<file path="src/rtl/cfgbank_pkg.sv">
package cfgbank_pkg;
  localparam int BYTE_BITS = 8;

  typedef enum logic [2:0] {
    ST_IDLE, ST_ADDR, ST_ADDR_ACK, ST_WRITE, ST_WRITE_ACK, ST_READ, ST_READ_ACK
  } busState_t;

  // strobes from the bus controller to the register datapath
  typedef struct packed {
    logic                 wrEn;
    logic [BYTE_BITS-1:0] wrIdx;
    logic [BYTE_BITS-1:0] wrData;
    logic                 loopLoad;
    logic                 phaseLoad;
  } bankStrobe_t;

  localparam logic [7:0] IDX_SRC    = 8'h00;
  localparam logic [7:0] IDX_LOOP   = 8'h01;
  localparam logic [7:0] IDX_FBLO   = 8'h02;
  localparam logic [7:0] IDX_FBHI   = 8'h03;
  localparam logic [7:0] IDX_PHOFS  = 8'h04;
  localparam logic [7:0] IDX_PHCTL  = 8'h05;
  localparam logic [7:0] IDX_OUTEN  = 8'h06;
  localparam logic [7:0] IDX_OSC    = 8'h07;
  localparam logic [7:0] IDX_COMMIT = 8'h08;
  localparam logic [7:0] IDX_ID     = 8'h10;
  localparam logic [7:0] IDX_REV    = 8'h11;
  localparam logic [7:0] IDX_STAT   = 8'h12;

  localparam logic [3:0] LOOP_KEY  = 4'h5;
  localparam logic [3:0] PHASE_KEY = 4'hA;
endpackage

</file>
<file path="src/rtl/line_sync.sv">
module line_sync #(
  parameter int STAGES = 2
) (
  input  logic clk,
  input  logic rstN,
  input  logic din,
  output logic dout
);
  logic [STAGES-1:0] chain;

  // bus lines idle high, so the chain resets high
  always_ff @(posedge clk) begin
    if (!rstN) chain <= '1;
    else       chain <= {chain[STAGES-2:0], din};
  end

  assign dout = chain[STAGES-1];
endmodule

</file>
<file path="src/rtl/i2c_tgt_ctl.sv">
module i2c_tgt_ctl
  import cfgbank_pkg::*;
#(
  parameter logic [5:0] ADDR_HI = 6'b010011
) (
  input  logic        clk,
  input  logic        rstN,
  input  logic        scl,
  input  logic        sda,
  input  logic        addrSel,
  input  logic [7:0]  rdData,
  output logic        sdaDrive,
  output logic [7:0]  curIdx,
  output bankStrobe_t strobe
);
  localparam int CNT_W = $clog2(BYTE_BITS + 1);
  localparam logic [CNT_W-1:0] FULL = CNT_W'(BYTE_BITS);

  logic sclQ, sdaQ;
  logic sclRise, sclFall, startEv, stopEv;
  busState_t state;
  logic [7:0] shiftQ;
  logic [CNT_W-1:0] bitCnt;
  logic isRead, firstByte, pendLoop, pendPhase, hostNack;

  always_ff @(posedge clk) begin
    if (!rstN) begin
      sclQ <= 1'b1;
      sdaQ <= 1'b1;
    end else begin
      sclQ <= scl;
      sdaQ <= sda;
    end
  end

  assign sclRise = scl & ~sclQ;
  assign sclFall = ~scl & sclQ;
  assign startEv = scl & sclQ & sdaQ & ~sda;
  assign stopEv  = scl & sclQ & ~sdaQ & sda;

  always_ff @(posedge clk) begin
    if (!rstN) begin
      state     <= ST_IDLE;
      shiftQ    <= '0;
      bitCnt    <= '0;
      isRead    <= 1'b0;
      firstByte <= 1'b0;
      pendLoop  <= 1'b0;
      pendPhase <= 1'b0;
      hostNack  <= 1'b0;
      sdaDrive  <= 1'b0;
      curIdx    <= '0;
      strobe    <= '0;
    end else begin
      strobe.wrEn      <= 1'b0;
      strobe.loopLoad  <= 1'b0;
      strobe.phaseLoad <= 1'b0;
      if (stopEv) begin
        state     <= ST_IDLE;
        sdaDrive  <= 1'b0;
        pendLoop  <= 1'b0;
        pendPhase <= 1'b0;
      end else if (startEv) begin
        state     <= ST_ADDR;
        bitCnt    <= '0;
        sdaDrive  <= 1'b0;
        pendLoop  <= 1'b0;
        pendPhase <= 1'b0;
      end else begin
        unique case (state)
          ST_ADDR: begin
            if (sclRise) begin
              shiftQ <= {shiftQ[6:0], sda};
              bitCnt <= bitCnt + 1'b1;
            end else if (sclFall && bitCnt == FULL) begin
              if (shiftQ[7:1] == {ADDR_HI, addrSel}) begin
                sdaDrive <= 1'b1;
                isRead   <= shiftQ[0];
                state    <= ST_ADDR_ACK;
              end else begin
                state <= ST_IDLE;
              end
            end
          end
          ST_ADDR_ACK: begin
            if (sclFall) begin
              bitCnt <= '0;
              if (isRead) begin
                state    <= ST_READ;
                shiftQ   <= rdData;
                sdaDrive <= ~rdData[7];
              end else begin
                state     <= ST_WRITE;
                sdaDrive  <= 1'b0;
                firstByte <= 1'b1;
              end
            end
          end
          ST_WRITE: begin
            if (sclRise) begin
              shiftQ <= {shiftQ[6:0], sda};
              bitCnt <= bitCnt + 1'b1;
            end else if (sclFall && bitCnt == FULL) begin
              sdaDrive <= 1'b1;
              state    <= ST_WRITE_ACK;
              if (firstByte) begin
                curIdx    <= shiftQ;
                firstByte <= 1'b0;
              end else begin
                strobe.wrEn   <= 1'b1;
                strobe.wrIdx  <= curIdx;
                strobe.wrData <= shiftQ;
                curIdx        <= curIdx + 1'b1;
                pendLoop      <= (curIdx == IDX_COMMIT) && (shiftQ[7:4] == LOOP_KEY);
                pendPhase     <= (curIdx == IDX_COMMIT) && (shiftQ[3:0] == PHASE_KEY);
              end
            end
          end
          ST_WRITE_ACK: begin
            if (sclFall) begin
              sdaDrive         <= 1'b0;
              bitCnt           <= '0;
              state            <= ST_WRITE;
              strobe.loopLoad  <= pendLoop;
              strobe.phaseLoad <= pendPhase;
              pendLoop         <= 1'b0;
              pendPhase        <= 1'b0;
            end
          end
          ST_READ: begin
            if (sclRise) begin
              bitCnt <= bitCnt + 1'b1;
            end else if (sclFall) begin
              if (bitCnt == FULL) begin
                sdaDrive <= 1'b0;
                state    <= ST_READ_ACK;
              end else begin
                shiftQ   <= {shiftQ[6:0], 1'b0};
                sdaDrive <= ~shiftQ[6];
              end
            end
          end
          ST_READ_ACK: begin
            if (sclRise) begin
              hostNack <= sda;
              curIdx   <= curIdx + 1'b1;
            end else if (sclFall) begin
              bitCnt <= '0;
              if (hostNack) begin
                state <= ST_IDLE;
              end else begin
                state    <= ST_READ;
                shiftQ   <= rdData;
                sdaDrive <= ~rdData[7];
              end
            end
          end
          default: ;
        endcase
      end
    end
  end

  AST_IDLE_RELEASED: assert property (@(posedge clk) disable iff (!rstN)
    (state == ST_IDLE) |-> !sdaDrive);
  AST_LOAD_AT_ACK_END: assert property (@(posedge clk) disable iff (!rstN)
    (strobe.loopLoad || strobe.phaseLoad) |-> ($past(state) == ST_WRITE_ACK));
  AST_LOOP_PULSE: assert property (@(posedge clk) disable iff (!rstN)
    strobe.loopLoad |=> !strobe.loopLoad);
  AST_WRITE_AFTER_BYTE: assert property (@(posedge clk) disable iff (!rstN)
    strobe.wrEn |-> ($past(state) == ST_WRITE));
endmodule

</file>
<file path="src/rtl/cfg_bank_dp.sv">
module cfg_bank_dp
  import cfgbank_pkg::*;
#(
  parameter logic [7:0] CHIP_ID  = 8'h17,
  parameter logic [7:0] CHIP_REV = 8'h01,
  parameter logic [5:0] REV_CODE = 6'b101101
) (
  input  logic        clk,
  input  logic        rstN,
  input  bankStrobe_t strobe,
  input  logic [7:0]  rdIdx,
  input  logic        phaseLock,
  input  logic        loopLock,
  output logic [7:0]  rdData,
  output logic [7:0]  srcCfg,
  output logic [7:0]  loopWork,
  output logic [7:0]  fbLoWork,
  output logic [7:0]  fbHiWork,
  output logic [7:0]  phaseOfs,
  output logic [7:0]  phaseWork,
  output logic [7:0]  outCfg,
  output logic [7:0]  oscCfg
);
  logic [7:0] srcQ, loopSh, fbLoSh, phSh, phOfsQ, outQ, oscQ;
  logic [3:0] fbHiSh, fbHiW;
  logic [7:0] loopW, fbLoW, phW;
  logic       revOpen;

  always_ff @(posedge clk) begin
    if (!rstN) begin
      srcQ    <= 8'h41;
      loopSh  <= 8'h00;
      fbLoSh  <= 8'hFF;
      fbHiSh  <= 4'hF;
      phOfsQ  <= 8'h00;
      phSh    <= 8'h03;
      outQ    <= 8'h00;
      oscQ    <= 8'h80;
      loopW   <= 8'h00;
      fbLoW   <= 8'hFF;
      fbHiW   <= 4'hF;
      phW     <= 8'h03;
      revOpen <= 1'b0;
    end else begin
      if (strobe.wrEn) begin
        unique case (strobe.wrIdx)
          IDX_SRC:   srcQ   <= strobe.wrData;
          IDX_LOOP:  loopSh <= strobe.wrData;
          IDX_FBLO:  fbLoSh <= strobe.wrData;
          IDX_FBHI:  fbHiSh <= strobe.wrData[3:0];
          IDX_PHOFS: phOfsQ <= strobe.wrData;
          IDX_PHCTL: begin
            phSh <= strobe.wrData;
            if (strobe.wrData[7:2] == 6'h3F) revOpen <= 1'b1;
          end
          IDX_OUTEN: outQ <= strobe.wrData;
          IDX_OSC:   oscQ <= strobe.wrData;
          default: ;
        endcase
      end
      if (strobe.loopLoad) begin
        loopW <= loopSh;
        fbLoW <= fbLoSh;
        fbHiW <= fbHiSh;
      end
      if (strobe.phaseLoad) phW <= phSh;
    end
  end

  always_comb begin
    unique case (rdIdx)
      IDX_SRC:   rdData = srcQ;
      IDX_LOOP:  rdData = loopSh;
      IDX_FBLO:  rdData = fbLoSh;
      IDX_FBHI:  rdData = {4'h0, fbHiSh};
      IDX_PHOFS: rdData = phOfsQ;
      IDX_PHCTL: rdData = revOpen ? {REV_CODE, phSh[1:0]} : phSh;
      IDX_OUTEN: rdData = outQ;
      IDX_OSC:   rdData = oscQ;
      IDX_ID:    rdData = CHIP_ID;
      IDX_REV:   rdData = CHIP_REV;
      IDX_STAT:  rdData = {6'b0, loopLock, phaseLock};
      default:   rdData = 8'h00;
    endcase
  end

  assign srcCfg    = srcQ;
  assign loopWork  = loopW;
  assign fbLoWork  = fbLoW;
  assign fbHiWork  = {4'h0, fbHiW};
  assign phaseOfs  = phOfsQ;
  assign phaseWork = phW;
  assign outCfg    = outQ;
  assign oscCfg    = oscQ;

  AST_LOOP_HOLD: assert property (@(posedge clk) disable iff (!rstN)
    !strobe.loopLoad |=> ($stable(loopW) && $stable(fbLoW) && $stable(fbHiW)));
  AST_PHASE_HOLD: assert property (@(posedge clk) disable iff (!rstN)
    !strobe.phaseLoad |=> $stable(phW));
  AST_REV_STICKY: assert property (@(posedge clk) disable iff (!rstN)
    revOpen |=> revOpen);
endmodule

</file>
<file path="src/rtl/i2c_cfg_bank.sv">
module i2c_cfg_bank
  import cfgbank_pkg::*;
#(
  parameter int         SYNC_STAGES = 2,
  parameter logic [5:0] ADDR_HI     = 6'b010011,
  parameter logic [7:0] CHIP_ID     = 8'h17,
  parameter logic [7:0] CHIP_REV    = 8'h01,
  parameter logic [5:0] REV_CODE    = 6'b101101
) (
  input  logic       clk,
  input  logic       rstN,
  input  logic       sclIn,
  input  logic       sdaIn,
  output logic       sdaOe,
  input  logic       addrSel,
  input  logic       phaseLock,
  input  logic       loopLock,
  output logic [7:0] srcCfg,
  output logic [7:0] loopWork,
  output logic [7:0] fbLoWork,
  output logic [7:0] fbHiWork,
  output logic [7:0] phaseOfs,
  output logic [7:0] phaseWork,
  output logic [7:0] outCfg,
  output logic [7:0] oscCfg,
  output logic       loopLoad,
  output logic       phaseLoad
);
  localparam int LINES = 2;

  logic [LINES-1:0] rawLines, syncLines;
  bankStrobe_t strobe;
  logic [7:0]  curIdx, rdData;

  assign rawLines = {sdaIn, sclIn};

  for (genvar g = 0; g < LINES; g++) begin : gSync
    line_sync #(.STAGES(SYNC_STAGES)) u_sync (
      .clk (clk), .rstN(rstN), .din(rawLines[g]), .dout(syncLines[g])
    );
  end

  i2c_tgt_ctl #(.ADDR_HI(ADDR_HI)) u_ctl (
    .clk(clk), .rstN(rstN), .scl(syncLines[0]), .sda(syncLines[1]),
    .addrSel(addrSel), .rdData(rdData), .sdaDrive(sdaOe),
    .curIdx(curIdx), .strobe(strobe)
  );

  cfg_bank_dp #(.CHIP_ID(CHIP_ID), .CHIP_REV(CHIP_REV), .REV_CODE(REV_CODE)) u_dp (
    .clk(clk), .rstN(rstN), .strobe(strobe), .rdIdx(curIdx),
    .phaseLock(phaseLock), .loopLock(loopLock), .rdData(rdData),
    .srcCfg(srcCfg), .loopWork(loopWork), .fbLoWork(fbLoWork), .fbHiWork(fbHiWork),
    .phaseOfs(phaseOfs), .phaseWork(phaseWork), .outCfg(outCfg), .oscCfg(oscCfg)
  );

  assign loopLoad  = strobe.loopLoad;
  assign phaseLoad = strobe.phaseLoad;
endmodule

</file>
<file path="config.mk">
export PLATFORM = sky130hd
export DESIGN_NAME = i2c_cfg_bank
export DESIGN_NICKNAME = d
export VERILOG_FILES = /design/src/rtl/cfgbank_pkg.sv /design/src/rtl/line_sync.sv /design/src/rtl/i2c_tgt_ctl.sv /design/src/rtl/cfg_bank_dp.sv /design/src/rtl/i2c_cfg_bank.sv
export SDC_FILE = /design/constraint.sdc
export NUM_CORES = 1
export LEC_CHECK = 0
export BUFFER_PORTS_ARGS = -buffer_cell sky130_fd_sc_hd__buf_2
export CORE_MARGIN = 5
export CORE_UTILIZATION = 58
export CTS_CLUSTER_DIAMETER = 150
export DETAILED_ROUTE_END_ITERATION = 8
export PLACE_DENSITY = 0.89
export SKIP_CTS_REPAIR_TIMING = 1
export SLEW_MARGIN = 30
export SYNTH_ARGS = -nofsm -noshare
export SYNTH_HDL_FRONTEND = slang
export SYNTH_SLANG_ARGS = --single-unit
</file>
<file path="constraint.sdc">
create_clock -name clk -period 2.7 [get_ports clk]
set_clock_uncertainty 0.2 [all_clocks]
set_input_delay 0.54 -clock clk [delete_from_list [all_inputs] [get_ports clk]]
set_output_delay 0.54 -clock clk [all_outputs]
set_load 0.005 [all_outputs]
</file>
* Word-level counts from Yosys, hierarchy flattened
Cells that the tools add are included.
Operators by class: multiplexer cells 67, reductions and logical operators 39, bitwise operators 22, equal/unequal tests 60, add/subtract/negate cells 2
Operators by type and width (count):
- two-way mux 8 bit | 14
- case mux 8 bit (11 select lines) | 1
- equality test 8 x 3 -> 1 bit (second input constant) | 8
- two-way mux 3 bit | 13
- AND reduction 12 bit | 3
- equality test 8 x 2 -> 1 bit (second input constant) | 4
- case mux 8 bit (4 select lines) | 1
- two-way mux 1 bit | 25
- equality test 8 x 5 -> 1 bit (second input constant) | 3
- inequality test 3 x 1 -> 1 bit (second input constant) | 8
- inequality test 2 x 1 -> 1 bit (second input constant) | 11
- case mux 3 bit (6 select lines) | 1
- AND reduction 6 bit | 3
- two-way mux 17 bit | 1
- equality test 8 x 1 -> 1 bit (second input constant) | 2
- zero test 8 bit | 2
- two-way mux 4 bit | 4
- inequality test 2 bit (second input constant) | 8
- case mux 8 bit (2 select lines) | 1
- AND reduction 2 bit | 8
- inverter 1 bit | 15
- AND reduction 13 bit | 1
- inequality test 3 bit (second input constant) | 4
- case mux 4 bit (3 select lines) | 1
- other kinds (27) | 48
Storage, ports and cells: bits in registers 143, input port bits 7, logic and storage cells 223

* Logic depth before layout (Yosys ltp)
Gate-level depths: netlist (run 1).
depth after elaboration 7, gate-level depth with buffers 9, gate-level depth less buffers 7

* Cells and area by module
A second synthesis (run 1) with hierarchy kept.
Second synthesis, totals: cell total of the unflattened synthesis 765, area, all modules 6663.9 sq um
By module, submodules not included:
- cfg_bank_dp | sequential area each 1781.7 sq um, times used 1, cells each 410, area an instance 3836.2 sq um
- i2c_tgt_ctl | sequential area each 1001.0 sq um, times used 1, cells each 347, area an instance 2722.6 sq um
- line_sync | sequential area each 40.0 sq um, times used 2, cells each 4, area an instance 52.6 sq um

* Worst setup path after synthesis (run 1)
No wires, ideal clock.
path type register to register, from register, netlist name u_ctl.strobe[17], to register u_dp.phOfsQ[0] (netlist: u_dp.phaseOfs[0]), buffers on the path 2, library setup time 0.132 ns, data required time 2.368 ns, slack 0.471 ns, arrival time 1.897 ns, cell stages (with the launch flop) 8, clock period less this slack 2.229 ns, cells stage by stage dfxtp_1 -> or4_1 -> or3_1 -> buf_2 -> or3b_1 -> buf_2 -> nand2_1 -> a21oi_1
On the way: longest elaborated chain between the ends 2
RTL lines:
- equality test 8 x 3 -> 1 bit | RTL line cfg_bank_dp.sv:46 | unique case (strobe.wrIdx)
- AND reduction 2 bit (no source line)
- end signal, assigned | RTL line cfg_bank_dp.sv:51 | IDX_PHOFS: phOfsQ <= strobe.wrData;
- end, declared | RTL line cfg_bank_dp.sv:24 | logic [7:0] srcQ, loopSh, fbLoSh, phSh, phOfsQ, outQ, oscQ;
Every way passes these cells. A chain may end at the register's enable or synchronous reset.

* Worst setup path after layout (run 1)
from register, netlist name u_ctl.strobe[17], to register u_dp.fbLoSh[4]
On the way: longest elaborated chain between the ends 2
RTL lines:
- equality test 8 x 2 -> 1 bit | RTL line cfg_bank_dp.sv:46
- AND reduction 2 bit (no source line)
- end signal, assigned | RTL line cfg_bank_dp.sv:49 | IDX_FBLO: fbLoSh <= strobe.wrData;
- end, declared | RTL line cfg_bank_dp.sv:24
Every way passes these cells.

==> Flow_metrics.wiki, run 1 <==
{| class="wikitable"
! Metric !! Value
|-
| Share of the clock period used by the worst path after layout || 0.9686
|-
| Switching pwr || 0.001014 W
|-
| Sequential area share after synthesis || 0.4341
|-
| Unrepaired setup endpoints after global routing || false
|-
| Total Nets Final || 837
|-
| Number of rows in the core area || 39
|-
| CTS clk-pin slew, worst paths || 0.07 ns
|-
| Cell family with the largest share of critical-path delay || simple AND/OR/NAND/NOR gates
|-
| Final Max Tran Viols || 0
|-
| Worst hold-check path type || input port to flop
|-
| Boundary Pins || 74
|-
| Maximum fanout encountered on the critical timing path || 8
|-
| Cell area after technology mapping || about 6600 sq um
|-
| Commonest cells after routing, fill and taps aside || sky130_fd_sc_hd__dfxtp_1 (143), sky130_fd_sc_hd__nand2_1 (127), sky130_fd_sc_hd__mux2i_1 (77), sky130_fd_sc_hd__nor2_1 (77), sky130_fd_sc_hd__buf_2 (69)
|-
| Clock share of power || 0.505
|-
| Leakage dissipation || 3.081 nW
|-
| Synth Warn # || 0
|-
| Port Buffers || 69
|-
| Achievable frequency || ~380 MHz
|-
| Setup_tns || 0 ns
|-
| Switch share || 0.2270
|-
| Count of antenna-violating nets left after detailed routing || 0
|-
| Number of cell instances on the worst register-to-register path || 6
|-
| Launching point of the worst reg2reg path || u_ctl.strobe[17]
|-
| Total setup violations reported at the end of the flow || 0
|-
| Mean routed wirelength per cell || 20.29 um
|-
| Final critical path time including I/O delays and setup || roughly 2.6 ns
|-
| Worst reg-to-reg setup slack || 0.08 ns
|-
| TritonRoute pass-1 iters || 6
|-
| Power density normalized to cell area || 585.4 nW/um^2
|-
| Global-route wire length before repair || 32010 um
|-
| Final core utilization || 0.6771
|-
| Power share of the sequential group || 0.475
|-
| Critical path capture point type || flop
|-
| Number of antenna diodes || 0
|-
| Measured slew at the worst slew-check pin || 0.6667 ns
|-
| H-tree levels || 4
|-
| Gr usage total || 0.3009
|-
| Slowest-stage cell, CP || sky130_fd_sc_hd__or4_1
|-
| Sum of net half-perimeters after detailed placement || 12590 um
|-
| Total number of vias || approximately 6400
|-
| Die W || 116.6 um
|-
| Worst endpoint required time || about 2.8 ns
|-
| Global route overflow || 0
|-
| Avg Vias per Cell || 6.507
|-
| Peak per-stage delay on the critical path || 0.54 ns
|-
| Category of the most critical setup path || flop to flop
|-
| Antenna violations before repair || 0
|-
| Total length of routed wires || between 15000 and 20000 um
|-
| Type of element launching the critical path || flop
|-
| TritonCTS Buffers || 17
|-
| Largest voltage drop on the vdd net || between 0.4 and 0.5 mV
|-
| Crit path to || u_dp.fbLoSh[4]
|-
| Clock tree from TritonCTS || built
|-
| Share of the synthesized area in the top cell type || 0.4341
|-
| CTS sink cnt || 143
|-
| Combinational group share of total power || 0.020
|-
| Buf/Inv on CP || 1
|-
| Synthesized instance count || 773
|-
| Top FF cell, synth || sky130_fd_sc_hd__dfxtp_1
|-
| Top area cells in the synthesized netlist || sky130_fd_sc_hd__dfxtp_1 (43%), sky130_fd_sc_hd__mux2i_1 (12%), sky130_fd_sc_hd__nand2_1 (7.2%)
|-
| Height of the die || approximately 120 um
|-
| Starting utilization of the core area || 0.5851
|-
| Status || complete, no violations
|-
| Fillers || between 700 and 800
|-
| Reg-to-reg endpoint || u_dp.fbLoSh[4]
|-
| Number of violations of the max-capacitance limit || 0
|-
| CTS root buf || sky130_fd_sc_hd__clkbuf_16
|-
| Area enclosed by the die boundary || 13600 sq um
|-
| Gpl congestion || 0.8951
|-
| Worst max-slew margin expressed relative to the limit || 0.5508
|-
| Pin count of the biggest net entering global routing || 48
|-
| Final Hold Viols || 0
|-
| Drt first-iter violations || 940
|-
| Mean post-synth cell area || 8.532 sq um
|-
| Leading cell type in the layout, fill and taps excluded || sky130_fd_sc_hd__dfxtp_1
|-
| Area of the placeable core || 11270 sq um
|-
| Largest buffer count on any clock path || 2
|-
| Number of enable flip-flop cells after synthesis || 0
|-
| Vias in the first global route || 6188
|-
| CP arrival || 2.72 ns
|-
| Crit path launch || u_ctl.strobe[17]
|-
| Number of different library cells in the post-synthesis netlist || 73
|-
| Area growth from synthesis to final layout || 15.73%
|-
| Internal power || 0.003454 W
|-
| Crit path depth || 6
|-
| Area leader, netlist || sky130_fd_sc_hd__dfxtp_1
|-
| Layout cells sized above 1 || 0.1804
|-
| Latest clock arrival within the worst-skew pair || 0.43 ns
|-
| DRC errors left || 0
|-
| Critical path cell sequence || or4_1 -> nor3_1 -> nor3b_1 -> buf_4 -> mux2i_1 -> nand2_1
|-
| Fraction of registers with async set/reset || 0
|-
| Yosys reg bits || 143
|}
[cells by family after synthesis]
| logic type | synth area share |
|---|---|
| flops | 0.4341 |
| compound gates | 0.1546 |
| xor+xnor | 0.006641 |
| fa+ha+maj | 0.01138 |
| simple gates | 0.2201 |
| buf+inv | 0.05236 |
| mux | 0.1203 |
| other cells | 0.0005686 |
[power groups by stage]
stage	combinational, W	clock, W	sequential (W)
finish	0.0000888	0.00226	0.00212
global route	0.0000960	0.00236	0.00212
CTS	0.0000859	0.00226	0.00212
detailed placement	0.0000839	0	0.00217
global placement	0.0000831	0	0.00217
floorplan	0.0000646	0	0.00216
[layout make-up]
cell class,count,area (sq um),area share
clock buffers,19,452.9,0.05934
repair buffers,99,583.1,0.07639
well taps,143,178.9,0.02344
clock inverters,13,115.1,0.01508
inverters,11,41.29,0.005410
multi-input cells,552,3398,0.4452
flip-flops and latches,143,2863,0.3751
[synthesized netlist by cell type, drive strengths merged, types with 3 or more instances]
| master | instances |
|---|---|
| dfxtp | 143 |
| nand2 | 127 |
| nor2 | 79 |
| mux2i | 77 |
| a21oi | 53 |
| clkbuf | 50 |
| o21ai | 25 |
| buf | 20 |
| nand3 | 15 |
| nand2b | 13 |
| a31oi | 10 |
| inv | 10 |
| nor3 | 9 |
| nor3b | 9 |
| a22oi | 8 |
| a222oi | 7 |
| nand3b | 7 |
| ha | 6 |
| o22ai | 6 |
| nor2b | 5 |
| o32ai | 5 |
| or3 | 5 |
| or3b | 5 |
| or4 | 5 |
| a211oi | 4 |
| and2 | 4 |
| and3 | 4 |
| o31ai | 4 |
| or2 | 4 |
| a21boi | 3 |
| a221oi | 3 |
| a41oi | 3 |
| o211ai | 3 |
| xor2 | 3 |
[worst min-delay path by stage]
stage | endpoint | start | cells after the start | slack, ns
after floorplan | gSync[0].u_sync.chain[1] | gSync[0].u_sync.chain[0] | 1 | 0.19
after global placement | gSync[0].u_sync.chain[1] | gSync[0].u_sync.chain[0] | 1 | 0.19
after detailed placement | gSync[0].u_sync.chain[1] | gSync[0].u_sync.chain[0] | 1 | 0.20
after CTS | gSync[0].u_sync.chain[0] | sclIn | 2 | 0.1
after global routing | gSync[1].u_sync.chain[0] | sdaIn | 2 | 0.11
final | gSync[0].u_sync.chain[0] | sclIn | 2 | 0.11
[flip-flops by register name, summed over array words and instances (netlist names), 3 cells and up]
register,count
u_ctl.strobe,19
u_ctl.curIdx,8
u_ctl.shiftQ,8
u_dp.fbLoSh,8
u_dp.fbLoWork,8
u_dp.loopSh,8
u_dp.loopWork,8
u_dp.oscCfg,8
u_dp.outCfg,8
u_dp.phSh,8
u_dp.phaseOfs,8
u_dp.phaseWork,8
u_dp.srcCfg,8
gSync.u_sync.chain,4
u_ctl.bitCnt,4
u_dp.fbHiSh,4
u_dp.fbHiW,4
u_ctl.state,3
[metrics by stage]
stage	setup slack, ns	hold WS [ns]	power [W]	area [sq um]	instances
global route	0.04111	0.1122	0.004578	7632	980
CTS	0.1692	0.09596	0.004467	7632	980
floorplan	0.4710	0.1863	0.002230	6606	776
detailed placement	0.2719	0.2009	0.002252	7064	948
finish	0.08483	0.1052	0.004468	7632	980
global placement	0.3106	0.1878	0.002251	7064	948
[per-layer routing]
metal	part of all wire	routed length [um]	GRT usage
met1	0.37	7452	0.3750
met2	0.46	9178	0.4695
met3	0.10	1991	0.06839
met4	0.063	1257	0.1934
met5	0	0	0
Note: power is estimated with default switching activity, not from simulation.
==> run 2, diff against run 1 <==
--- a/config.mk
+++ b/config.mk
@@ -11,6 +11,7 @@
 export CTS_CLUSTER_DIAMETER = 150
 export DETAILED_ROUTE_END_ITERATION = 8
 export PLACE_DENSITY = 0.89
+export REMOVE_ABC_BUFFERS = 1
 export SKIP_CTS_REPAIR_TIMING = 1
 export SLEW_MARGIN = 30
 export SYNTH_ARGS = -nofsm -noshare
==> Flow_metrics.wiki, run 2 (synthesis gave the netlist of run 1 again) <==
{| class="wikitable"
! Metric !! Value
|-
| Leading cell type in the layout, fill and taps excluded || sky130_fd_sc_hd__dfxtp_1
|-
| Achievable frequency || 392.4 MHz
|-
| Number of violations of the max-capacitance limit || 0
|-
| Buf/Inv on CP || 0
|-
| CTS clk-pin slew, worst paths || about 0.060 ns
|-
| Gpl congestion || 1.014
|-
| Area of the placeable core || 11270 sq um
|-
| Fillers || 801
|-
| Layout cells sized above 1 || 0.1775
|-
| Global-route wire length before repair || 30150 um
|-
| Total number of vias || a little over 6000
|-
| Worst reg-to-reg setup slack || 0.15 ns
|-
| Hold depth || 2
|-
| Total Nets Final || 834
|-
| Port Buffers || 69
|-
| Switching pwr || 0.001029 W
|-
| Commonest cells after routing, fill and taps aside || sky130_fd_sc_hd__dfxtp_1 (143), sky130_fd_sc_hd__nand2_1 (127), sky130_fd_sc_hd__mux2i_1 (77), sky130_fd_sc_hd__nor2_1 (77), sky130_fd_sc_hd__buf_2 (69)
|-
| Hold EP || gSync[1].u_sync.chain[0]
|-
| Launch instance of the worst min-delay path || sdaIn
|-
| Largest voltage drop on the vdd net || 0.4338 mV
|-
| Antenna violations before repair || 0
|-
| Worst hold slack || 0.09832 ns
|-
| Number of cell instances on the worst register-to-register path || 5
|-
| Clock share of power || 0.519
|-
| CP arrival || 2.70 ns
|-
| TritonRoute pass-1 iters || 6
|-
| Height of the die || approximately 120 um
|-
| Peak per-stage delay on the critical path || 0.55 ns
|-
| Final Hold Viols || 0
|-
| Flip-flop count of the largest register, all copies and words added || 19
|-
| Seq. cell area || 2863 sq um
|-
| Mean routed wirelength per cell || 19.36 um
|-
| Slowest-stage cell, CP || sky130_fd_sc_hd__or4_1
|-
| Area enclosed by the die boundary || 13600 sq um
|-
| Share of the clock period used by the worst path after layout || 0.9438
|-
| Status || complete, no violations
|-
| Reg-to-reg endpoint || u_dp.loopSh[2]
|-
| CTS root buf || sky130_fd_sc_hd__clkbuf_16
|-
| Total setup violations reported at the end of the flow || 0
|-
| Power density normalized to cell area || 601.2 nW/um^2
|-
| Internal power || between 0.003 and 0.004 W
|-
| Cell count after placement || approximately 950
|-
| Switch share || 0.2238
|-
| Count of antenna-violating nets left after detailed routing || 0
|-
| Category of the most critical setup path || flop to flop
|-
| Final Max Tran Viols || 0
|-
| Number of antenna diodes || 0
|-
| DRC errors left || 0
|-
| Total length of routed wires || between 15000 and 20000 um
|-
| Setup_tns || 0 ns
|-
| Measured slew at the worst slew-check pin || around 0.70 ns
|-
| Sum of net half-perimeters after detailed placement || 12450 um
|-
| Leakage dissipation || 3.082 nW
|-
| Avg Vias per Cell || 6.293
|-
| Number of rows in the core area || 39
|-
| Pin count of the biggest net entering global routing || 46
|-
| Combinational group share of total power || 0.019
|-
| Cell family with the largest share of critical-path delay || simple AND/OR/NAND/NOR gates
|-
| TritonCTS Buffers || 17
|-
| Worst Setup Slack, final || between 0.15 and 0.2 ns
|-
| Die W || 116.6 um
|-
| Final core utilization || 0.6784
|-
| Final critical path time including I/O delays and setup || 2.548 ns
|-
| Worst hold-check path type || input port to flop
|-
| H-tree levels || 4
|-
| Type of element launching the critical path || flop
|-
| Clock tree from TritonCTS || built
|-
| CTS sink cnt || 143
|-
| Launching point of the worst reg2reg path || u_ctl.strobe[17]
|-
| Worst max-slew margin expressed relative to the limit || 0.5301
|-
| Boundary Pins || 74
|-
| Power share of the sequential group || 0.461
|-
| Largest buffer count on any clock path || 2
|-
| Number of cells in the finished layout apart from fillers || ~980
|-
| Starting utilization of the core area || 0.5851
|-
| Area of the multi-input gates || 3398 sq um
|-
| Worst endpoint required time || 2.85 ns
|-
| Unrepaired setup endpoints after global routing || false
|-
| Maximum fanout encountered on the critical timing path || 8
|-
| Reg with most FFs || u_ctl.strobe
|-
| Vias in the first global route || a little under 6000
|-
| Drt first-iter violations || 721
|-
| Latest clock arrival within the worst-skew pair || 0.42 ns
|-
| Critical path capture point type || flop
|-
| Gr usage total || 0.2827
|-
| Dpl ws || 0.2961 ns
|-
| Global route overflow || 0
|-
| Crit path launch || u_ctl.strobe[17]
|-
| Critical path cell sequence || or4_1 -> or3_1 -> nor3b_2 -> nand2_1 -> a21oi_1
|-
| Area growth from synthesis to final layout || 15.96%
|}
[run 2: changes by cell type in the layout (fill, tap and decap cells not counted)]
cell	change
sky130_fd_sc_hd__inv_6	+5
sky130_fd_sc_hd__a21boi_0	+1
sky130_fd_sc_hd__clkinvlp_4	-1
sky130_fd_sc_hd__clkinv_4	-1
sky130_fd_sc_hd__clkinv_2	-4
sky130_fd_sc_hd__bufinv_16	+1
sky130_fd_sc_hd__a21boi_1	-1
sky130_fd_sc_hd__buf_4	-3
[run 2: final cells by class]
type                    instances  area share
repair buffers                 96     0.07330
clock buffers                  19     0.05923
well taps                     143     0.02340
flip-flops and latches        143      0.3743
clock inverters                13     0.01996
inverters                      11    0.005399
multi-input cells             552      0.4444
[run 2: routing by layer]
| metal | vias to the layer above | global-route usage | wire [um] |
|---|---|---|---|
| met2 | 416 | 0.4516 | 8795 |
| met4 | 0 | 0.1552 | 1027 |
| li1 | 2787 | - | - |
| met5 | - | 0 | 0 |
| met1 | 2848 | 0.3519 | 7184 |
| met3 | 97 | 0.06839 | 1905 |
[run 2: worst max-delay path by stage]
stage                       endpoint  slack, ns  cells after the start
global placement    u_dp.phaseOfs[0]       0.36                      5
global route          u_dp.loopSh[5]       0.11                      5
floorplan             u_ctl.sdaDrive       0.02                      4
CTS                   u_dp.loopSh[2]       0.23                      5
finish                u_dp.loopSh[2]       0.15                      5
detailed placement    u_dp.loopSh[3]       0.30                      5
[run 2: per-stage QoR]
step	total power [W]	area, sq um
floorplan	0.002210	6302
global placement	0.002253	7042
detailed placement	0.002254	7042
CTS	0.004595	7647
global route	0.004717	7647
finish	0.004598	7647
[run 2: worst register-to-register path, cell delays in order, from the launching register on]
cell                      delay (ns)
sky130_fd_sc_hd__dfxtp_1        0.31
sky130_fd_sc_hd__or4_1          0.55
sky130_fd_sc_hd__or3_1          0.53
sky130_fd_sc_hd__nor3b_2        0.54
sky130_fd_sc_hd__nand2_1        0.15
sky130_fd_sc_hd__a21oi_1        0.20
[run 2: power by group through the flow]
stage          registers (W)  clock network [W]   logic, W
2_1_floorplan        0.00217                  0  0.0000428
3_3_place_gp         0.00217                  0  0.0000851
3_5_place_dp         0.00217                  0  0.0000863
4_1_cts              0.00212            0.00239  0.0000869
5_1_grt              0.00212            0.00250  0.0000975
6_report             0.00212            0.00239  0.0000892
==> run 3, diff against run 2 <==
--- a/config.mk
+++ b/config.mk
@@ -7,11 +7,10 @@
 export LEC_CHECK = 0
 export BUFFER_PORTS_ARGS = -buffer_cell sky130_fd_sc_hd__buf_2
 export CORE_MARGIN = 5
-export CORE_UTILIZATION = 58
+export CORE_UTILIZATION = 53
 export CTS_CLUSTER_DIAMETER = 150
 export DETAILED_ROUTE_END_ITERATION = 8
-export PLACE_DENSITY = 0.89
-export REMOVE_ABC_BUFFERS = 1
+export PLACE_DENSITY = 0.86
 export SKIP_CTS_REPAIR_TIMING = 1
 export SLEW_MARGIN = 30
 export SYNTH_ARGS = -nofsm -noshare
==> constraint.sdc (replaced) <==
create_clock -name clk -period 2.3 [get_ports clk]
set_clock_uncertainty 0.2 [all_clocks]
set_input_delay 0.46 -clock clk [delete_from_list [all_inputs] [get_ports clk]]
set_output_delay 0.46 -clock clk [all_outputs]
set_load 0.005 [all_outputs]
==> Flow_metrics.wiki, run 3 (synthesis gave the netlist of run 1 again) <==
{| class="wikitable"
! Metric !! Value
|-
| CP arrival || 2.47 ns
|-
| Combinational group share of total power || 0.020
|-
| Boundary Pins || between 70 and 80
|-
| Pin count of the biggest net entering global routing || 83
|-
| Number of antenna diodes || 0
|-
| Reg with most FFs || u_ctl.strobe
|-
| Drt first-iter violations || ~930
|-
| Commonest cells after routing, fill and taps aside || sky130_fd_sc_hd__dfxtp_1 (142), sky130_fd_sc_hd__nand2_1 (125), sky130_fd_sc_hd__mux2i_1 (77), sky130_fd_sc_hd__nor2_1 (77), sky130_fd_sc_hd__buf_2 (69)
|-
| Latest clock arrival within the worst-skew pair || between 0.4 and 0.5 ns
|-
| Flip-flop count of the largest register, all copies and words added || 19
|-
| Area enclosed by the die boundary || ~15000 sq um
|-
| Category of the most critical setup path || flop to flop
|-
| Share of the clock period used by the worst path after layout || 1.003
|-
| Total Nets Final || ~870
|-
| Launching point of the worst reg2reg path || u_ctl.strobe[17]
|-
| Clock tree from TritonCTS || built
|-
| TritonRoute pass-1 iters || 7
|-
| Final Hold Viols || 0
|-
| Worst Setup Slack, final || -0.007374 ns
|-
| Mean routed wirelength per cell || 19.78 um
|-
| Area growth from synthesis to final layout || 22.48%
|-
| Global-route wire length before repair || 32050 um
|-
| Worst hold slack || around 0.0050 ns
|-
| Total length of routed wires || ~20000 um
|-
| Critical path capture point type || flop
|-
| Layer with the highest usage || met2
|-
| Worst max-slew margin expressed relative to the limit || 0.5465
|-
| Antenna violations before repair || 0
|-
| Hold EP || gSync[0].u_sync.chain[0]
|-
| Worst hold-check path type || input port to flop
|-
| Largest voltage drop on the vdd net || 0.5733 mV
|-
| Maximum fanout encountered on the critical timing path || 8
|-
| Area of the multi-input gates || 3493 sq um
|-
| Fraction of met3 tracks used by global routing || 0.05478
|-
| Met1 GRT Util || 0.3579
|-
| Unrepaired setup endpoints after global routing || true
|-
| Reg-to-reg endpoint || u_dp.loopSh[3]
|-
| Status || finished with violations
|-
| Cell count after placement || 1005
|-
| Height of the die || 121.6 um
|-
| Gpl congestion || roughly 0.95
|-
| DRC errors left || 0
|-
| Port Buffers || 69
|-
| Number of rows in the core area || 40
|-
| Number of violations of the max-capacitance limit || 0
|-
| Clock share of power || 0.521
|-
| Met2 Resource Use GR || 0.4273
|-
| Final Max Tran Viols || 0
|-
| Vias in the first global route || ~6100
|-
| Count of antenna-violating nets left after detailed routing || 0
|-
| Final critical path time including I/O delays and setup || 2.307 ns
|-
| TritonCTS Buffers || 17
|-
| Total setup violations reported at the end of the flow || 2
|-
| Internal power || 0.004231 W
|-
| Switching pwr || around 0.0012 W
|-
| Power share of the sequential group || 0.459
|-
| Achievable frequency || roughly 430 MHz
|-
| Avg Vias per Cell || 6.185
|-
| Die W || approximately 120 um
|-
| Number of cell instances on the worst register-to-register path || 7
|-
| Launch instance of the worst min-delay path || sclIn
|-
| Total number of vias || 6426
|-
| Worst reg-to-reg setup slack || -0.007 ns
|-
| Switch share || 0.2199
|-
| Layout cells sized above 1 || 0.2411
|-
| Starting utilization of the core area || 0.5445
|-
| Area of the placeable core || 12110 sq um
|-
| H-tree levels || 4
|-
| Type of element launching the critical path || flop
|-
| CTS root buf || sky130_fd_sc_hd__clkbuf_16
|-
| Global route overflow || 0
|-
| Measured slew at the worst slew-check pin || 0.6794 ns
|-
| Largest buffer count on any clock path || 2
|-
| Hold depth || 2
|-
| Violations in the final reports || setup timing
|-
| CTS sink cnt || 143
|-
| CTS clk-pin slew, worst paths || 0.07 ns
|-
| Leakage dissipation || 3.294 nW
|-
| Power density normalized to cell area || 671.4 nW/um^2
|-
| Leading cell type in the layout, fill and taps excluded || sky130_fd_sc_hd__dfxtp_1
|-
| Fillers || 905
|-
| Seq. cell area || 2864 sq um
|-
| Number of cells in the finished layout apart from fillers || 1039
|-
| Gr usage total || 0.2734
|-
| Worst endpoint required time || 2.46 ns
|-
| Sum of net half-perimeters after detailed placement || between 10000 and 15000 um
|}
[run 3: layout make-up]
type | instances | area share
clock buffers | 21 | 0.05948
inverters | 11 | 0.005112
flip-flops and latches | 143 | 0.3546
repair buffers | 133 | 0.1063
clock inverters | 11 | 0.01611
multi-input cells | 552 | 0.4325
well taps | 168 | 0.02602
[run 3: power by group through the flow]
stage                     clock network [W]  registers, W   logic, W
final                               0.00283       0.00249   0.000107
after global routing                0.00293       0.00249   0.000116
after CTS                           0.00282       0.00249   0.000101
after detailed placement                  0       0.00255  0.0000981
after global placement                    0       0.00255  0.0000974
after floorplan                           0       0.00254  0.0000758
[run 3: worst max-delay path by stage]
stage | startpoint | cells past startpoint | end | slack [ns]
after floorplan | u_ctl.strobe[17] | 7 | u_dp.phaseOfs[0] | 0.07
after global placement | u_ctl.strobe[17] | 6 | u_dp.phaseOfs[2] | 0.03
after detailed placement | u_ctl.strobe[17] | 6 | u_dp.phaseOfs[6] | -0.03
after CTS | u_ctl.strobe[17] | 6 | u_dp.phaseOfs[6] | -0.11
after global routing | u_ctl.strobe[17] | 7 | u_dp.srcCfg[4] | -0.06
final | u_ctl.strobe[17] | 7 | u_dp.loopSh[3] | -0.007
[run 3: per-stage QoR]
step                      power [W]  utilization  cell area [sq um]   TNS [ns]  setup WS [ns]
final                      0.005424       0.6669               8078  -0.009941      -0.007374
after global routing       0.005534       0.6669               8078    -0.7092       -0.06323
after CTS                  0.005412       0.6571               7959     -1.185        -0.1084
after detailed placement   0.002644       0.6067               7348   -0.05942       -0.02613
after global placement     0.002643       0.6067               7348          0        0.03128
after floorplan            0.002617            -               6606          0        0.07096
[run 3: metal layers]
| layer | part of all wire | routed length (um) |
|---|---|---|
| met1 | 0.40 | 8138 |
| met2 | 0.46 | 9418 |
| met3 | 0.095 | 1944 |
| met4 | 0.051 | 1046 |
| met5 | 0 | 0 |
[run 3: critical path: stages, from the launching register on]
cell and delay [ns]:
sky130_fd_sc_hd__dfxtp_1 0.31, sky130_fd_sc_hd__or4_4 0.54, sky130_fd_sc_hd__or3_4 0.43, sky130_fd_sc_hd__buf_4 0.17, sky130_fd_sc_hd__nor3b_4 0.17, sky130_fd_sc_hd__buf_6 0.16
sky130_fd_sc_hd__nand2_1 0.09, sky130_fd_sc_hd__a21oi_2 0.16
